### src/rtl/bpm_pkg.sv
package bpm_pkg;
    localparam int NUM_EVT = 4;
    localparam int DATA_W  = 32;
    localparam int ADDR_W  = 8;
    localparam int CNT_W   = 32;
    localparam int WIDE_W  = 40;
    localparam int LO_W    = 8;
    localparam int SEL_W   = 2;
    localparam int MASK_W  = NUM_EVT + 1;
    localparam int CYC_BIT = NUM_EVT;

    localparam logic [ADDR_W-1:0] A_CTRL     = 8'h00;
    localparam logic [ADDR_W-1:0] A_EN_SET   = 8'h04;
    localparam logic [ADDR_W-1:0] A_EN_CLR   = 8'h08;
    localparam logic [ADDR_W-1:0] A_SEL_BASE = 8'h10;
    localparam logic [ADDR_W-1:0] A_CYC      = 8'h20;
    localparam logic [ADDR_W-1:0] A_CNT_BASE = 8'h24;
    localparam logic [ADDR_W-1:0] A_WIDE_LO  = 8'h30;
    localparam logic [ADDR_W-1:0] A_WIDE_HI  = 8'h34;

    // Field order gives run at bit 0, event reset at bit 1, cycle reset at bit 2
    typedef struct packed {
        logic cyc_clr;
        logic evt_clr;
        logic run;
    } ctrl_t;

    localparam int CTRL_W = $bits(ctrl_t);

    typedef logic [SEL_W-1:0] sel_t;

    // Per-cycle increment for one event counter: 0, 1 or 2
    function automatic logic [1:0] evt_step(sel_t sel, logic rd, logic wr);
        return {1'b0, sel[0] & rd} + {1'b0, sel[1] & wr};
    endfunction
endpackage

### src/rtl/bpm_counter.sv
module bpm_counter #(
    parameter int W = 32
) (
    input  logic         clk,
    input  logic         rst,
    input  logic         clr,
    input  logic         run,
    input  logic [1:0]   step,
    output logic [W-1:0] cnt
);
    always_ff @(posedge clk) begin
        if (rst || clr) begin
            cnt <= '0;
        end else if (run) begin
            cnt <= cnt + W'(step);
        end
    end

    AST_CLR_WINS: assert property (@(posedge clk) disable iff (rst)
        clr |=> cnt == '0);

    AST_IDLE_HOLDS: assert property (@(posedge clk) disable iff (rst)
        (!clr && !run) |=> $stable(cnt));
endmodule

### src/rtl/bpm_regs.sv
module bpm_regs
    import bpm_pkg::*;
(
    input  logic                             clk,
    input  logic                             rst,
    input  logic                             reg_we,
    input  logic                             reg_re,
    input  logic [ADDR_W-1:0]                reg_addr,
    input  logic [DATA_W-1:0]                reg_wdata,
    output logic [DATA_W-1:0]                reg_rdata,
    output ctrl_t                            ctrl,
    output logic [MASK_W-1:0]                en_mask,
    output sel_t [NUM_EVT-1:0]               evt_sel,
    input  logic [CNT_W-1:0]                 cyc_cnt,
    input  logic [NUM_EVT-2:0][CNT_W-1:0]    nar_cnt,
    input  logic [WIDE_W-1:0]                wide_cnt
);
    logic [DATA_W-1:0] rd_val;
    logic              hit;
    logic              unused_wdata_hi;

    assign unused_wdata_hi = ^reg_wdata[DATA_W-1:MASK_W];

    // Control: run holds, reset bits live for one cycle
    always_ff @(posedge clk) begin
        if (rst) begin
            ctrl <= '0;
        end else if (reg_we && reg_addr == A_CTRL) begin
            ctrl <= ctrl_t'(reg_wdata[CTRL_W-1:0]);
        end else begin
            ctrl.evt_clr <= 1'b0;
            ctrl.cyc_clr <= 1'b0;
        end
    end

    // Enable mask through set / clear ports
    always_ff @(posedge clk) begin
        if (rst) begin
            en_mask <= '0;
        end else if (reg_we && reg_addr == A_EN_SET) begin
            en_mask <= en_mask | reg_wdata[MASK_W-1:0];
        end else if (reg_we && reg_addr == A_EN_CLR) begin
            en_mask <= en_mask & ~reg_wdata[MASK_W-1:0];
        end
    end

    // Per-counter event selects
    for (genvar g = 0; g < NUM_EVT; g++) begin : g_sel
        localparam logic [ADDR_W-1:0] SEL_ADDR = A_SEL_BASE + ADDR_W'(4 * g);
        always_ff @(posedge clk) begin
            if (rst) begin
                evt_sel[g] <= '0;
            end else if (reg_we && reg_addr == SEL_ADDR) begin
                evt_sel[g] <= reg_wdata[SEL_W-1:0];
            end
        end
    end

    // Read decode
    always_comb begin
        rd_val = '0;
        hit    = 1'b0;
        if (reg_addr == A_CTRL) begin
            rd_val = DATA_W'(ctrl);
            hit    = 1'b1;
        end
        if (reg_addr == A_EN_SET || reg_addr == A_EN_CLR) begin
            rd_val = DATA_W'(en_mask);
            hit    = 1'b1;
        end
        for (int i = 0; i < NUM_EVT; i++) begin
            if (reg_addr == A_SEL_BASE + ADDR_W'(4 * i)) begin
                rd_val = DATA_W'(evt_sel[i]);
                hit    = 1'b1;
            end
        end
        if (reg_addr == A_CYC) begin
            rd_val = cyc_cnt;
            hit    = 1'b1;
        end
        for (int i = 0; i < NUM_EVT - 1; i++) begin
            if (reg_addr == A_CNT_BASE + ADDR_W'(4 * i)) begin
                rd_val = nar_cnt[i];
                hit    = 1'b1;
            end
        end
        if (reg_addr == A_WIDE_LO) begin
            rd_val = DATA_W'(wide_cnt[LO_W-1:0]);
            hit    = 1'b1;
        end
        if (reg_addr == A_WIDE_HI) begin
            rd_val = DATA_W'(wide_cnt[WIDE_W-1:LO_W]);
            hit    = 1'b1;
        end
    end

    always_ff @(posedge clk) begin
        if (rst) begin
            reg_rdata <= '0;
        end else if (reg_re) begin
            reg_rdata <= rd_val;
        end
    end

    AST_RESET_PULSE: assert property (@(posedge clk) disable iff (rst)
        (ctrl.evt_clr || ctrl.cyc_clr) && !reg_we |=> !ctrl.evt_clr && !ctrl.cyc_clr);

    AST_SET_TAKES: assert property (@(posedge clk) disable iff (rst)
        (reg_we && reg_addr == A_EN_SET) |=>
            (en_mask & $past(reg_wdata[MASK_W-1:0])) == $past(reg_wdata[MASK_W-1:0]));

    AST_CLR_TAKES: assert property (@(posedge clk) disable iff (rst)
        (reg_we && reg_addr == A_EN_CLR) |=>
            (en_mask & $past(reg_wdata[MASK_W-1:0])) == '0);

    AST_UNMAPPED_ZERO: assert property (@(posedge clk) disable iff (rst)
        (reg_re && !hit) |=> reg_rdata == '0);

    AST_RDATA_HOLD: assert property (@(posedge clk) disable iff (rst)
        !reg_re |=> $stable(reg_rdata));
endmodule

### src/rtl/bus_perf_monitor.sv
module bus_perf_monitor
    import bpm_pkg::*;
(
    input  logic              clk,
    input  logic              rst,
    input  logic              reg_we,
    input  logic              reg_re,
    input  logic [7:0]        reg_addr,
    input  logic [31:0]       reg_wdata,
    output logic [31:0]       reg_rdata,
    input  logic              rd_beat,
    input  logic              wr_beat
);
    ctrl_t                          ctrl;
    logic [MASK_W-1:0]              en_mask;
    sel_t [NUM_EVT-1:0]             evt_sel;
    logic [CNT_W-1:0]               cyc_cnt;
    logic [NUM_EVT-2:0][CNT_W-1:0]  nar_cnt;
    logic [WIDE_W-1:0]              wide_cnt;

    bpm_regs u_regs (
        .clk       (clk),
        .rst       (rst),
        .reg_we    (reg_we),
        .reg_re    (reg_re),
        .reg_addr  (reg_addr),
        .reg_wdata (reg_wdata),
        .reg_rdata (reg_rdata),
        .ctrl      (ctrl),
        .en_mask   (en_mask),
        .evt_sel   (evt_sel),
        .cyc_cnt   (cyc_cnt),
        .nar_cnt   (nar_cnt),
        .wide_cnt  (wide_cnt)
    );

    bpm_counter #(.W(CNT_W)) u_cyc (
        .clk  (clk),
        .rst  (rst),
        .clr  (ctrl.cyc_clr),
        .run  (ctrl.run && en_mask[CYC_BIT]),
        .step (2'd1),
        .cnt  (cyc_cnt)
    );

    for (genvar g = 0; g < NUM_EVT; g++) begin : g_evt
        logic [1:0] step;
        logic       run;
        assign step = evt_step(evt_sel[g], rd_beat, wr_beat);
        assign run  = ctrl.run && en_mask[g];
        if (g == NUM_EVT - 1) begin : g_wide
            bpm_counter #(.W(WIDE_W)) u_cnt (
                .clk  (clk),
                .rst  (rst),
                .clr  (ctrl.evt_clr),
                .run  (run),
                .step (step),
                .cnt  (wide_cnt)
            );
        end else begin : g_nar
            bpm_counter #(.W(CNT_W)) u_cnt (
                .clk  (clk),
                .rst  (rst),
                .clr  (ctrl.evt_clr),
                .run  (run),
                .step (step),
                .cnt  (nar_cnt[g])
            );
        end
    end

    AST_CYC_ADVANCE: assert property (@(posedge clk) disable iff (rst)
        (ctrl.run && en_mask[CYC_BIT] && !ctrl.cyc_clr) |=>
            cyc_cnt == $past(cyc_cnt) + 32'd1);

    AST_FROZEN_CYC: assert property (@(posedge clk) disable iff (rst)
        (!ctrl.run && !ctrl.cyc_clr) |=> $stable(cyc_cnt));

    AST_FROZEN_WIDE: assert property (@(posedge clk) disable iff (rst)
        (!ctrl.run && !ctrl.evt_clr) |=> $stable(wide_cnt));
endmodule

### config.mk
export PLATFORM = sky130hd
export DESIGN_NAME = bus_perf_monitor
export DESIGN_NICKNAME = d
export VERILOG_FILES = /design/src/rtl/bpm_pkg.sv /design/src/rtl/bpm_counter.sv /design/src/rtl/bpm_regs.sv /design/src/rtl/bus_perf_monitor.sv
export SDC_FILE = /design/constraint.sdc
export NUM_CORES = 1
export LEC_CHECK = 0
export BUFFER_PORTS_ARGS = -buffer_cell sky130_fd_sc_hd__buf_4
export CAP_MARGIN = 15
export CORE_ASPECT_RATIO = 0.9
export CORE_MARGIN = 2
export CORE_UTILIZATION = 50
export CTS_BUF_LIST = sky130_fd_sc_hd__clkbuf_4
export CTS_CLUSTER_SIZE = 20
export DETAILED_ROUTE_END_ITERATION = 8
export PLACE_DENSITY = 0.71
export SYNTH_ARGS = -nofsm -noshare
export SYNTH_HDL_FRONTEND = slang
export SYNTH_SLANG_ARGS = --single-unit
### constraint.sdc
create_clock -name clk -period 2.3 [get_ports clk]
set_input_delay 0.345 -clock clk [delete_from_list [all_inputs] [get_ports clk]]
set_output_delay 0.345 -clock clk [all_outputs]
set_load 0.005 [all_outputs]
Word-level counts from Yosys, hierarchy flattened
Index checks and enable logic that the tools add are counted.
{"block": "word_totals", "register_bits": 216, "out_inout_bits": 32, "wordCells": 79}
{"block": "op_classes", "n_addsub": 9, "n_eq_ne": 12, "n_mux": 14, "n_bitwise": 12, "n_reduce_logical": 18}
{"cell": "two-way mux 32 bit", "count": 6}
{"cell": "adder 32 x 2 -> 32 bit", "count": 3}
{"cell": "== test 8 x 6 -> 1 bit (second input constant)", "count": 6}
{"cell": "adder 40 x 2 -> 40 bit", "count": 1}
{"cell": "two-way mux 5 bit", "count": 7}
{"cell": "adder 32 x 1 -> 32 bit (second input constant)", "count": 1}
{"cell": "== test 8 x 5 -> 1 bit (second input constant)", "count": 4}
{"cell": "logical AND 1 bit", "count": 12}
{"cell": "adder 1 x 1 -> 2 bit", "count": 4}
{"cell": "AND 1 bit", "count": 8}
{"cell": "== test 8 x 3 -> 1 bit (second input constant)", "count": 1}
{"cell": "== test 8 x 4 -> 1 bit (second input constant)", "count": 1}
{"cell": "zero test 8 bit", "count": 1}
{"cell": "AND 5 bit", "count": 1}
{"cell": "inverter 5 bit", "count": 1}
{"cell": "OR 5 bit", "count": 1}
{"cell": "logical OR 1 bit", "count": 3}
{"cell": "two-way mux 3 bit", "count": 1}
{"cell": "nonzero test 2 bit", "count": 1}
{"cell": "OR reduction 2 bit", "count": 1}
{"cell": "inverter 1 bit", "count": 1}

Logic depth before layout (Yosys ltp)
Gate-level depths: netlist of the first run.
{"block": "depth", "word_depth": 13, "ltp_mapped": 9, "mapped_depth_nobuf": 9}

By module
From an unflattened synthesis of the first run, not the netlist that was laid out.
{"block": "hier_totals", "hier_cells": 1388, "area_unflattened_um2": 11594.9}
{"mod": "bpm_counter (g_evt[0].g_nar.u_cnt ...)", "n_inst": 3, "cells_per_inst": 185, "area_each_um2": 1567.8}
{"mod": "bpm_regs", "n_inst": 1, "cells_per_inst": 387, "area_each_um2": 3115.5}
{"mod": "bpm_counter (g_evt[3].g_wide.u_cnt)", "n_inst": 1, "cells_per_inst": 238, "area_each_um2": 2024.4}
{"mod": "bpm_counter (u_cyc)", "n_inst": 1, "cells_per_inst": 189, "area_each_um2": 1612.8}
{"mod": "bus_perf_monitor", "n_inst": 1, "cells_per_inst": 19, "area_each_um2": 138.9}

Least setup slack after synthesis of the first run
No wires, ideal clock.
{"block": "synth_timing", "kind": "register to register", "from": "register g_evt[1].g_nar.u_cnt.cnt[0]", "to": "register g_evt[1].g_nar.u_cnt.cnt[20]", "setup_time_ns": 0.128, "arrival_time_ns": 2.237, "required_ns": 2.172, "setup_slack_ns": -0.064, "stages_incl_launch_ff": 10, "n_path_buf": 0, "synth_period_minus_slack_ns": 2.364, "cell_sequence": "dfxtp_1 > inv_1 > fa_1 > inv_1 > ha_1 > and4_1 > nor4b_2 > nand4_1 > xnor2_1 > nor2_1"}
{"block": "synth_between", "elab_chain_len": 1}
{"element": "from (decl)", "line_no": "bpm_counter.sv:9", "source": "output logic [W-1:0] cnt"}
{"element": "from (signal assigned)", "line_no": "bpm_counter.sv:15", "source": "cnt <= cnt + W'(step);"}
{"element": "adder 32 x 2 -> 32 bit", "line_no": "bpm_counter.sv:15"}
Every way passes these cells.
A chain may end at the register's enable or synchronous reset.

Worst setup path after layout of the first run
{"block": "layout_timing", "from": "register u_regs.evt_sel[7] (netlist name)", "to": "register g_evt[3].g_wide.u_cnt.cnt[34]"}
{"block": "layout_between", "elab_chain_len": 3}
{"element": "from (decl)", "line_no": "bpm_regs.sv:13", "source": "output sel_t [NUM_EVT-1:0] evt_sel,"}
{"element": "from (signal, indexed assignment)", "line_no": "bpm_regs.sv:54", "source": "evt_sel[g] <= reg_wdata[SEL_W-1:0];"}
{"element": "AND 1 bit", "line_no": "bpm_pkg.sv:34", "source": "return {1'b0, sel[0] & rd} + {1'b0, sel[1] & wr};"}
{"element": "adder 1 x 1 -> 2 bit", "line_no": "bpm_pkg.sv:34"}
{"element": "adder 40 x 2 -> 40 bit", "line_no": "bpm_counter.sv:15"}
{"element": "to (signal assigned)", "line_no": "bpm_counter.sv:15"}
{"element": "to (decl)", "line_no": "bpm_counter.sv:9"}
Every way passes these cells.

==> impl_metrics.env, run 1 <==
export IMPL_numCtsBuffers=59
export IMPL_syn_avg_cell_area_um2=8.29
export IMPL_path_cells="nand2_1 > fa_2 > inv_2 > ha_4 > nand2_2 > nor4_4 > nand3_2 > or3_1 > a21oi_1"
export IMPL_status="finished clean"
export IMPL_vias_per_cell=5.74
export IMPL_cts_sinks=216
export IMPL_worst_ep_arrival_time_ns=2.80
export IMPL_netlist_area_mm2=0.0111
export IMPL_worstHoldPathType="input pin to flip-flop"
export IMPL_reg2reg_to="g_evt[3].g_wide.u_cnt.cnt[34]$_SDFFE_PP0P_"
export IMPL_fin_skew_ns=0.0640
export IMPL_worst_slew_pin_slew_ns=0.707
export IMPL_slew_viol_final=0
export IMPL_start_util_pct=51.0
export IMPL_cts_tree="built"
export IMPL_maxCapViolCount=0
export IMPL_dr_pass1_iters=7
export IMPL_antenna_found_initial=1
export IMPL_cp_max_fo=7
export IMPL_clk_pin_slew_ns=0.07
export IMPL_async_reset_ff_share_pct=0
export IMPL_drt_iter0_markers=1015
export IMPL_die_h_um=145
export IMPL_setup_viol=0
export IMPL_power_density_mw_per_mm2=579
export IMPL_grt_pass1_wl_um=47800
export IMPL_r2r_start="u_regs.evt_sel[7]$_SDFFE_PP0P_"
export IMPL_crit_buf_inv=1
export IMPL_grt_overflow_total=0
export IMPL_track_usage_pct=24.9
export IMPL_wl_per_cell_um=16.4
export IMPL_routed_wl_um=29500
export IMPL_whs_ns=0.0983
export IMPL_leakage_nw=4.82
export IMPL_htree_levels=2
export IMPL_ctsRootBufferMaster="clkbuf_4"
export IMPL_fillers=1917
export IMPL_grt_max_degree=46
export IMPL_path_class="flip-flop to flip-flop"
export IMPL_route_detailed_drc=0
export IMPL_synth_edf_count=0
export IMPL_endpoint_kind="flip-flop"
export IMPL_post_route_period_util_pct=94.8
export IMPL_fp_dieW_um=161
export IMPL_critPathMaxStageDelay_ns=0.38
export IMPL_synthFlopType="dfxtp_1"
export IMPL_worst_path_max_delay_cell="fa_2"
export IMPL_ir_drop_mv=0.256
export IMPL_cp_required_ns=2.92
export IMPL_fin_crit_ns=2.18
export IMPL_crit_path_end="g_evt[3].g_wide.u_cnt.cnt[34]$_SDFFE_PP0P_"
export IMPL_path_depth=9
export IMPL_syn_num_nets=1391
export IMPL_dr_total_vias=10300
export IMPL_hpwlAfterDp_um=20900
export IMPL_grt_pass1_vias=9454
export IMPL_r2r_setup_slack_ns=0.12
export IMPL_yosysWarnings=0
export IMPL_dieArea_mm2=0.0233
export IMPL_fin_util_pct=60.7
export IMPL_ys_types=68
export IMPL_postRouteAntennaNets=0
export IMPL_final_cell_mix="dfxtp_1 (212), nor2_1 (205), buf_4 (137)"
export IMPL_core_area_mm2=0.0217
export IMPL_worstRegToRegCells=9
export IMPL_rows=51
export IMPL_cp_start_kind="flip-flop"
export IMPL_slew_headroom_pct=52.7
export IMPL_hold_viol=0
export IMPL_ys_seq_area_share_pct=39.1
export IMPL_drive_above_1_share_pct=18.8
export IMPL_nets=1526
export IMPL_clock_latency_ns=0.73
export IMPL_fmaxAchievable_ghz=0.459
export IMPL_final_common_cell="dfxtp_1"
export IMPL_clock_path_buffers=3
export IMPL_syn_inst=1336
export IMPL_gp_congestion=0.894
export IMPL_critical_path_top_delay_family="simple AND/OR/NAND/NOR gates"
export IMPL_ios=78
export IMPL_io_buffer_count=50
export IMPL_crit_start="u_regs.evt_sel[7]$_SDFFE_PP0P_"
export IMPL_area_delta_synth_final_pct=19.0
export IMPL_synth_seq_cells=216
-- sequential cells by signal, summed over array words and instances (netlist names), named ones only --
register,cells
g_evt.g_nar.u_cnt.cnt,96
g_evt.g_wide.u_cnt.cnt,40
u_cyc.cnt,32
u_regs.reg_rdata,32
u_regs.evt_sel,8
u_regs.ctrl,3
-- cell families (layout without fill, tap and decap cells) --
family / after synthesis / after routing / synth area share [%]
and+or+nand+nor: 641 / 641 / 29.7
other: 0 / 2 / 0
AOI/OAI and AO/OA: 188 / 188 / 11.3
xor gates and xnor gates: 132 / 132 / 10.4
DFF: 216 / 216 / 39.1
adders and majority gates: 9 / 9 / 1.29
muxes: 41 / 41 / 4.30
buffers and inverters: 109 / 279 / 3.96
-- worst reg2reg max path: stages (launching register included) --
cell,delay [ns]
dfxtp_1,0.33
nand2_1,0.12
fa_2,0.38
inv_2,0.08
ha_4,0.14
nand2_2,0.08
nor4_4,0.30
nand3_2,0.18
or3_1,0.37
a21oi_1,0.13
-- report_power, final --
| group | internal, W | switching (W) |
|---|---|---|
| clock | 0.00190 | 0.00158 |
| combinational | 0.000145 | 0.000226 |
| sequential | 0.00376 | 0.0000118 |
| total | 0.00581 | 0.00182 |
-- cell usage after synthesis, types with 27 or more instances --
library cell / count / share of area [%]
a211oi_1: 27 / 1.8
mux2i_1: 34 / 3.1
a21oi_1: 41 / 1.9
dfxtp_1: 216 / 39
xor2_1: 82 / 6.5
or3_1: 27 / 1.5
o21ai_0: 50 / 2.3
nand4_1: 58 / 3.3
xnor2_1: 50 / 4.0
nor2_1: 206 / 7.0
nand3_1: 77 / 3.5
clkbuf_1: 56 / 1.9
inv_1: 33 / 1.1
nand2_1: 133 / 4.5
-- final cells by class --
type	count	area [µm²]	area share (%)
Multi-Input combinational cell	1011	6400	48.6
Sequential cell	216	4330	32.9
Timing Repair Buffer	149	1210	9.18
Clock buffer	86	646	4.90
Tap cell	291	364	2.76
Inverter	34	128	0.968
Clock inverter	10	93.8	0.712
Antenna cell	2	5.00	0.0380
-- worst min path at each step --
stage / slack, ns / end / cells after the start / from
2_1_floorplan: 0.44 / g_evt[2].g_nar.u_cnt.cnt[31]$_SDFFE_PP0P_ / 2 / g_evt[2].g_nar.u_cnt.cnt[31]$_SDFFE_PP0P_
6_report: 0.1 / flip-flop / 3 / rst
4_1_cts: 0.07 / flip-flop / 3 / rst
3_3_place_gp: 0.46 / g_evt[2].g_nar.u_cnt.cnt[31]$_SDFFE_PP0P_ / 2 / g_evt[2].g_nar.u_cnt.cnt[31]$_SDFFE_PP0P_
5_1_grt: 0.08 / u_regs.evt_sel[0]$_SDFFE_PP0P_ / 3 / rst
3_5_place_dp: 0.47 / u_regs.reg_rdata[5]$_SDFFE_PP0P_ / 2 / u_regs.reg_rdata[5]$_SDFFE_PP0P_
-- metrics by stage --
step           setup slack [ns]  power (W)  cell area [µm²]  TNS (ns)  instances
2_1_floorplan            0.0462    0.00407            11100         0       1336
3_3_place_gp             -0.125    0.00422            12200    -0.980       1689
3_5_place_dp             -0.175    0.00422            12200     -1.90       1689
4_1_cts                  0.0203    0.00769            13100         0       1791
5_1_grt                 -0.0145    0.00793            13200   -0.0205       1799
6_report                  0.119    0.00763            13200         0       1799
-- per-layer routing --
| metal | share of wire [%] | GRT usage, % |
|---|---|---|
| met5 | 0 | 0 |
| met4 | 2.5 | 7.37 |
| met3 | 7.4 | 5.60 |
| met2 | 44 | 38.2 |
| met1 | 46 | 35.0 |
-- timing repair --
action,in CTS,in global routing
resized for setup,7,18
buffers inserted,1,6
pin swaps,3,8
hold buffers,5,0
endpoints found under the setup margin,5,31
hold endpoints to repair,16,0
Note: power is estimated with default switching activity, not from simulation.
==> run 2: changes to the inputs <==
--- a/config.mk
+++ b/config.mk
@@ -9,11 +9,11 @@
 export CAP_MARGIN = 15
 export CORE_ASPECT_RATIO = 0.9
 export CORE_MARGIN = 2
-export CORE_UTILIZATION = 50
+export CORE_UTILIZATION = 57
 export CTS_BUF_LIST = sky130_fd_sc_hd__clkbuf_4
 export CTS_CLUSTER_SIZE = 20
 export DETAILED_ROUTE_END_ITERATION = 8
-export PLACE_DENSITY = 0.71
+export PLACE_DENSITY = 0.79
 export SYNTH_ARGS = -nofsm -noshare
 export SYNTH_HDL_FRONTEND = slang
 export SYNTH_SLANG_ARGS = --single-unit
==> constraint.sdc (replaced) <==
create_clock -name clk -period 2.3 [get_ports clk]
set_input_delay 0.345 -clock clk [delete_from_list [all_inputs] [get_ports clk]]
set_output_delay 0.345 -clock clk [all_outputs]
set_load 0.02 [all_outputs]
==> impl_metrics.env, run 2 (same netlist as run 1, synthesis figures left out) <==
export IMPL_whs_endpoint="u_regs.reg_rdata[15]$_SDFFE_PP0P_"
export IMPL_violations="setup timing"
export IMPL_total_power_w=0.00736
export IMPL_reg2reg_to="g_evt[3].g_wide.u_cnt.cnt[36]$_SDFFE_PP0P_"
export IMPL_vias_per_cell=6.02
export IMPL_start_util_pct=58.0
export IMPL_cts_sinks=216
export IMPL_dr_pass1_iters=6
export IMPL_final_cell_mix="nor2_1 (204), dfxtp_1 (204), nand2_1 (130)"
export IMPL_dieArea_mm2=0.0206
export IMPL_critPathMaxStageDelay_ns=0.42
export IMPL_drive_above_1_share_pct=18.2
export IMPL_numCtsBuffers=55
export IMPL_grt_pass1_wl_um=48500
export IMPL_routed_wl_um=30000
export IMPL_ios=78
export IMPL_top_regs="g_evt.g_nar.u_cnt.cnt (96), g_evt.g_wide.u_cnt.cnt (40)"
export IMPL_die_h_um=136
export IMPL_hold_path_cell_count=2
export IMPL_stdcell_area_mm2=0.0130
export IMPL_ctsRootBufferMaster="clkbuf_4"
export IMPL_route_detailed_drc=0
export IMPL_drt_iter0_markers=957
export IMPL_worst_ep_arrival_time_ns=2.92
export IMPL_status="finished, violations left"
export IMPL_top_layer_used="met4"
export IMPL_fin_ws_ns=-0.00863
export IMPL_path_class="flip-flop to flip-flop"
export IMPL_fin_crit_ns=2.31
export IMPL_hpwlAfterDp_um=21100
export IMPL_cp_required_ns=2.91
export IMPL_fmaxAchievable_ghz=0.433
export IMPL_leakage_nw=4.74
export IMPL_dp_cells=1638
export IMPL_whs_ns=0.0489
export IMPL_antenna_found_initial=1
export IMPL_cts_tree="built"
export IMPL_slew_viol_final=0
export IMPL_grt_overflow_total=0
export IMPL_fillers=1559
export IMPL_clock_path_buffers=3
export IMPL_io_buffer_count=50
export IMPL_fp_dieW_um=151
export IMPL_clk_pin_slew_ns=0.07
export IMPL_gp_congestion=0.892
export IMPL_cp_common_cell="nand2_4"
export IMPL_critical_path_top_delay_family="simple AND/OR/NAND/NOR gates"
export IMPL_grt_pass1_vias=9807
export IMPL_r2r_setup_slack_ns=-0.009
export IMPL_clock_latency_ns=0.69
export IMPL_crit_buf_inv=1
export IMPL_place_ws_ns=-0.183
export IMPL_dr_total_vias=10500
export IMPL_nets=1508
export IMPL_wl_met2_um=13400
export IMPL_htree_levels=2
export IMPL_worst_slew_pin_slew_ns=0.608
export IMPL_worstRegToRegCells=9
export IMPL_post_route_period_util_pct=100
export IMPL_maxCapViolCount=0
export IMPL_rows=48
export IMPL_ir_drop_mv=0.287
export IMPL_worst_path_max_delay_cell="or3_4"
export IMPL_postRouteAntennaNets=0
export IMPL_track_usage_pct=29.2
export IMPL_fin_skew_ns=0.0274
export IMPL_hold_viol=0
export IMPL_cp_start_kind="flip-flop"
export IMPL_min_delay_start="rst"
export IMPL_dpl_instance_area_mm2=0.0121
export IMPL_final_cell_count_no_fill=1747
export IMPL_path_cells="nand2_4 > fa_2 > inv_2 > ha_4 > nand2_4 > nor4_4 > nand3_2 > or3_4 > a21oi_2"
export IMPL_wl_met1_um=13000
export IMPL_core_area_mm2=0.0191
export IMPL_worstHoldPathType="input pin to flip-flop"
export IMPL_register_area_mm2=0.00434
export IMPL_slew_headroom_pct=59.5
export IMPL_wl_met3_um=2680
export IMPL_largest_register_ffs=96
export IMPL_grt_max_degree=76
export IMPL_area_delta_synth_final_pct=17.3
export IMPL_power_density_mw_per_mm2=566
export IMPL_wl_per_cell_um=17.2
export IMPL_cp_max_fo=7
export IMPL_r2r_start="u_regs.evt_sel[7]$_SDFFE_PP0P_"
export IMPL_endpoint_kind="flip-flop"
export IMPL_setup_viol=1
export IMPL_regMostFlops="g_evt.g_nar.u_cnt.cnt"
export IMPL_multi_input_area_mm2=0.00642
-- run 2: what timing repair did --
action / in CTS / in global routing
hold buffers: 6 / 0
gates cloned: 0 / 1
gates resized for setup: 2 / 37
setup buffers: 0 / 1
pin swaps: 0 / 13
setup endpoints to repair: 7 / 42
hold endpoints to repair: 16 / 0
-- run 2: worst max-delay path by stage --
stage                                    from                                    endpoint  slack (ns)  depth (start not counted)
6_report       u_regs.evt_sel[7]$_SDFFE_PP0P_  g_evt[3].g_wide.u_cnt.cnt[36]$_SDFFE_PP0P_      -0.009                          9
5_1_grt        u_regs.evt_sel[7]$_SDFFE_PP0P_  g_evt[3].g_wide.u_cnt.cnt[36]$_SDFFE_PP0P_       -0.05                          9
4_1_cts        u_regs.evt_sel[6]$_SDFFE_PP0P_  g_evt[3].g_wide.u_cnt.cnt[36]$_SDFFE_PP0P_      -0.002                          9
3_5_place_dp                          rd_beat  g_evt[3].g_wide.u_cnt.cnt[34]$_SDFFE_PP0P_       -0.18                         10
3_3_place_gp                          rd_beat  g_evt[3].g_wide.u_cnt.cnt[34]$_SDFFE_PP0P_       -0.12                         10
2_1_floorplan                         rd_beat  g_evt[3].g_wide.u_cnt.cnt[34]$_SDFFE_PP0P_        0.05                          9
-- run 2: power by group --
part           internal (W)  total (W)  leakage (nW)  switching (W)
registers           0.00376    0.00377          1.75      0.0000120
logic              0.000145   0.000399          2.59       0.000254
clock network       0.00159    0.00318         0.398        0.00159
-- run 2: cell type report --
class,instances,share of cell area (%)
diodes,1,0.0193
clock buffers,80,4.62
clock inverters,20,0.607
inverters,34,0.983
multi-input cells,1011,49.4
flip-flops and latches,216,33.4
well taps,250,2.41
repair buffers,135,8.51
-- run 2: routing by layer --
metal  up-vias  global-route usage (%)
li1       5017                       -
met1      4961                    40.6
met2       461                    45.2
met3        82                    6.17
met4         0                    9.61
met5         -                       0
-- run 2: metrics by stage --
stage	setup TNS (ns)	util, %
after floorplan	0	-
after global placement	-0.577	63.4
after detailed placement	-1.43	63.4
after CTS	-0.00205	67.3
after global routing	-0.155	68.0
final	-0.00863	68.0
==> run 3: changes to the inputs <==
--- a/config.mk
+++ b/config.mk
@@ -5,6 +5,7 @@
 export SDC_FILE = /design/constraint.sdc
 export NUM_CORES = 1
 export LEC_CHECK = 0
+export ABC_AREA = 1
 export BUFFER_PORTS_ARGS = -buffer_cell sky130_fd_sc_hd__buf_4
 export CAP_MARGIN = 15
 export CORE_ASPECT_RATIO = 0.9
==> impl_metrics.env, run 3 <==
export IMPL_reg2reg_to="g_evt[3].g_wide.u_cnt.cnt[29]$_SDFFE_PP0P_"
export IMPL_cp_required_ns=2.88
export IMPL_drive_above_1_share_pct=23.4
export IMPL_numCtsBuffers=55
export IMPL_grt_pass1_vias=10900
export IMPL_hold_viol=0
export IMPL_wl_per_cell_um=16.4
export IMPL_slew_headroom_pct=51.0
export IMPL_routed_wl_um=34400
export IMPL_r2r_setup_slack_ns=-0.17
export IMPL_cp_max_fo=3
export IMPL_start_util_pct=58.2
export IMPL_synth_top_cell_area_share_pct=38.7
export IMPL_synth_most_common_cell="nand2_1"
export IMPL_worst_slew_pin_slew_ns=0.729
export IMPL_drt_iter0_markers=1133
export IMPL_grt_met3_usage_pct=6.50
export IMPL_ios=78
export IMPL_grt_max_degree=58
export IMPL_htree_levels=2
export IMPL_maxCapViolCount=0
export IMPL_synth_edf_count=0
export IMPL_nets=1864
export IMPL_cts_sinks=216
export IMPL_total_power_w=0.00726
export IMPL_final_cell_mix="nand2_1 (272), dfxtp_1 (204), inv_1 (188)"
export IMPL_yosysTopAreaCell="dfxtp_1"
export IMPL_cp_start_kind="flip-flop"
export IMPL_use_met1_pct=42.5
export IMPL_rows=48
export IMPL_ir_drop_mv=0.440
export IMPL_worst_ep_arrival_time_ns=3.05
export IMPL_core_area_mm2=0.0192
export IMPL_dieArea_mm2=0.0208
export IMPL_hpwlAfterDp_um=23400
export IMPL_die_h_um=137
export IMPL_syn_num_nets=1655
export IMPL_min_delay_start="rd_beat"
export IMPL_use_met2_pct=52.1
export IMPL_endpoint_kind="flip-flop"
export IMPL_whs_ns=0.142
export IMPL_setup_viol=29
export IMPL_path_class="flip-flop to flip-flop"
export IMPL_fin_skew_ns=0.0623
export IMPL_netlist_area_mm2=0.0112
export IMPL_grt_pass1_wl_um=52600
export IMPL_fin_util_pct=73.5
export IMPL_ys_seq_area_share_pct=38.7
export IMPL_violations="setup timing"
export IMPL_area_delta_synth_final_pct=26.4
export IMPL_clk_pin_slew_ns=0.07
export IMPL_dr_pass1_iters=7
export IMPL_largest_register_ffs=96
export IMPL_syn_inst=1600
export IMPL_vias_per_cell=5.70
export IMPL_io_buffer_count=50
export IMPL_final_cell_count_no_fill=2096
export IMPL_antenna_found_initial=1
export IMPL_gp_congestion=0.926
export IMPL_postRouteAntennaNets=0
export IMPL_grt_overflow_total=0
export IMPL_final_common_cell="nand2_1"
export IMPL_worstRegToRegCells=14
export IMPL_whs_endpoint="g_evt[1].g_nar.u_cnt.cnt[0]$_SDFFE_PP0P_"
export IMPL_syn_avg_cell_area_um2=6.99
export IMPL_synth_seq_cells=216
export IMPL_synthFlopType="dfxtp_1"
export IMPL_synth_area_leaders="dfxtp_1 (39%), nand2_1 (9.7%), inv_1 (6.9%), nor2_1 (5.9%), o21ai_0 (5.1%)"
export IMPL_clock_path_buffers=3
export IMPL_dp_cells=1947
export IMPL_worstHoldPathType="input pin to flip-flop"
export IMPL_slew_viol_final=0
export IMPL_regMostFlops="g_evt.g_nar.u_cnt.cnt"
export IMPL_ys_types=46
export IMPL_yosysWarnings=0
export IMPL_ctsRootBufferMaster="clkbuf_4"
export IMPL_cts_tree="built"
export IMPL_track_usage_pct=32.1
export IMPL_hold_path_cell_count=4
export IMPL_fillers=1452
export IMPL_dr_total_vias=11900
export IMPL_busiest_layer="met2"
export IMPL_synth_common_cells="nand2_1 (290), dfxtp_1 (216), inv_1 (205)"
export IMPL_fin_crit_ns=2.47
export IMPL_fmaxAchievable_ghz=0.404
export IMPL_rsz0062_at_grt="yes"
export IMPL_status="finished, violations left"
export IMPL_route_detailed_drc=0
export IMPL_clock_latency_ns=0.71
export IMPL_r2r_start="u_regs.evt_sel[6]$_SDFFE_PP0P_"
export IMPL_leakage_nw=5.21
export IMPL_async_reset_ff_share_pct=0
export IMPL_post_route_period_util_pct=108
export IMPL_power_density_mw_per_mm2=514
export IMPL_fin_ws_ns=-0.175
export IMPL_top_regs="g_evt.g_nar.u_cnt.cnt (96), g_evt.g_wide.u_cnt.cnt (40)"
export IMPL_fp_dieW_um=152
## run 3: layer usage
metal	up-vias	share of wire, %
met5	-	0
li1	5765	-
met3	107	9.1
met2	578	46
met4	0	3.2
met1	5495	42
## run 3: where the power goes
group | total [W] | internal, W | leakage, nW | switching [W]
registers | 0.00377 | 0.00376 | 1.75 | 0.0000125
logic | 0.000292 | 0.000102 | 3.07 | 0.000190
clock network | 0.00320 | 0.00160 | 0.393 | 0.00160
total | 0.00726 | 0.00546 | 5.21 | 0.00180
## run 3: critical path: stages (launching register included)
cell,delay [ns]
dfxtp_2,0.35
nand2_2,0.06
fa_2,0.40
inv_2,0.10
buf_4,0.11
nand3_2,0.11
nor2_2,0.13
nand4_1,0.13
nor2_2,0.14
nand4_1,0.25
nor4_2,0.26
buf_4,0.16
nand2_1,0.04
nand2_1,0.06
nor2_1,0.04
## run 3: kinds of logic after synthesis
kind of cell    after synthesis  synth area share, %
compound gates              314                 15.5
flops                       216                 38.7
xor+xnor                     66                 5.17
simple gates                737                 30.7
buf+inv                     258                 8.75
fa+ha+maj                     9                 1.28
## run 3: worst max-delay path by stage
stage | from | to | slack, ns
floorplan | rd_beat | g_evt[3].g_wide.u_cnt.cnt[30]$_SDFFE_PP0P_ | 0.01
global placement | rd_beat | g_evt[3].g_wide.u_cnt.cnt[28]$_SDFFE_PP0P_ | -0.26
detailed placement | rd_beat | g_evt[3].g_wide.u_cnt.cnt[28]$_SDFFE_PP0P_ | -0.43
CTS | u_regs.evt_sel[6]$_SDFFE_PP0P_ | g_evt[3].g_wide.u_cnt.cnt[28]$_SDFFE_PP0P_ | -0.17
global route | u_regs.evt_sel[6]$_SDFFE_PP0P_ | g_evt[3].g_wide.u_cnt.cnt[29]$_SDFFE_PP0P_ | -0.32
finish | u_regs.evt_sel[6]$_SDFFE_PP0P_ | g_evt[3].g_wide.u_cnt.cnt[29]$_SDFFE_PP0P_ | -0.17
## run 3: stage by stage
step                cell area (µm²)  setup slack [ns]  setup TNS (ns)
detailed placement            12400            -0.429           -7.96
global placement              12400            -0.263           -4.76
floorplan                     11200            0.0140               0
CTS                           13700            -0.173           -1.61
global route                  14100            -0.321           -7.66
finish                        14100            -0.175           -2.47
## run 3: timing repair
action                                  CTS  global route
hold buffers                             12             0
endpoints found under the setup margin   36            74
endpoints found under the hold margin    23             0
gates resized for setup                  72           100
pin swaps                                36            56
setup buffers                            39            11
## run 3: area by class of cell
type | count | area [µm²] | area share, %
Inverter | 215 | 820 | 5.80
Clock buffer | 74 | 556 | 3.93
Timing Repair Buffer | 195 | 1600 | 11.3
Tap cell | 250 | 313 | 2.21
Antenna cell | 1 | 2.50 | 0.0177
Sequential cell | 216 | 4340 | 30.7
Clock inverter | 19 | 106 | 0.753
Multi-Input combinational cell | 1126 | 6400 | 45.3
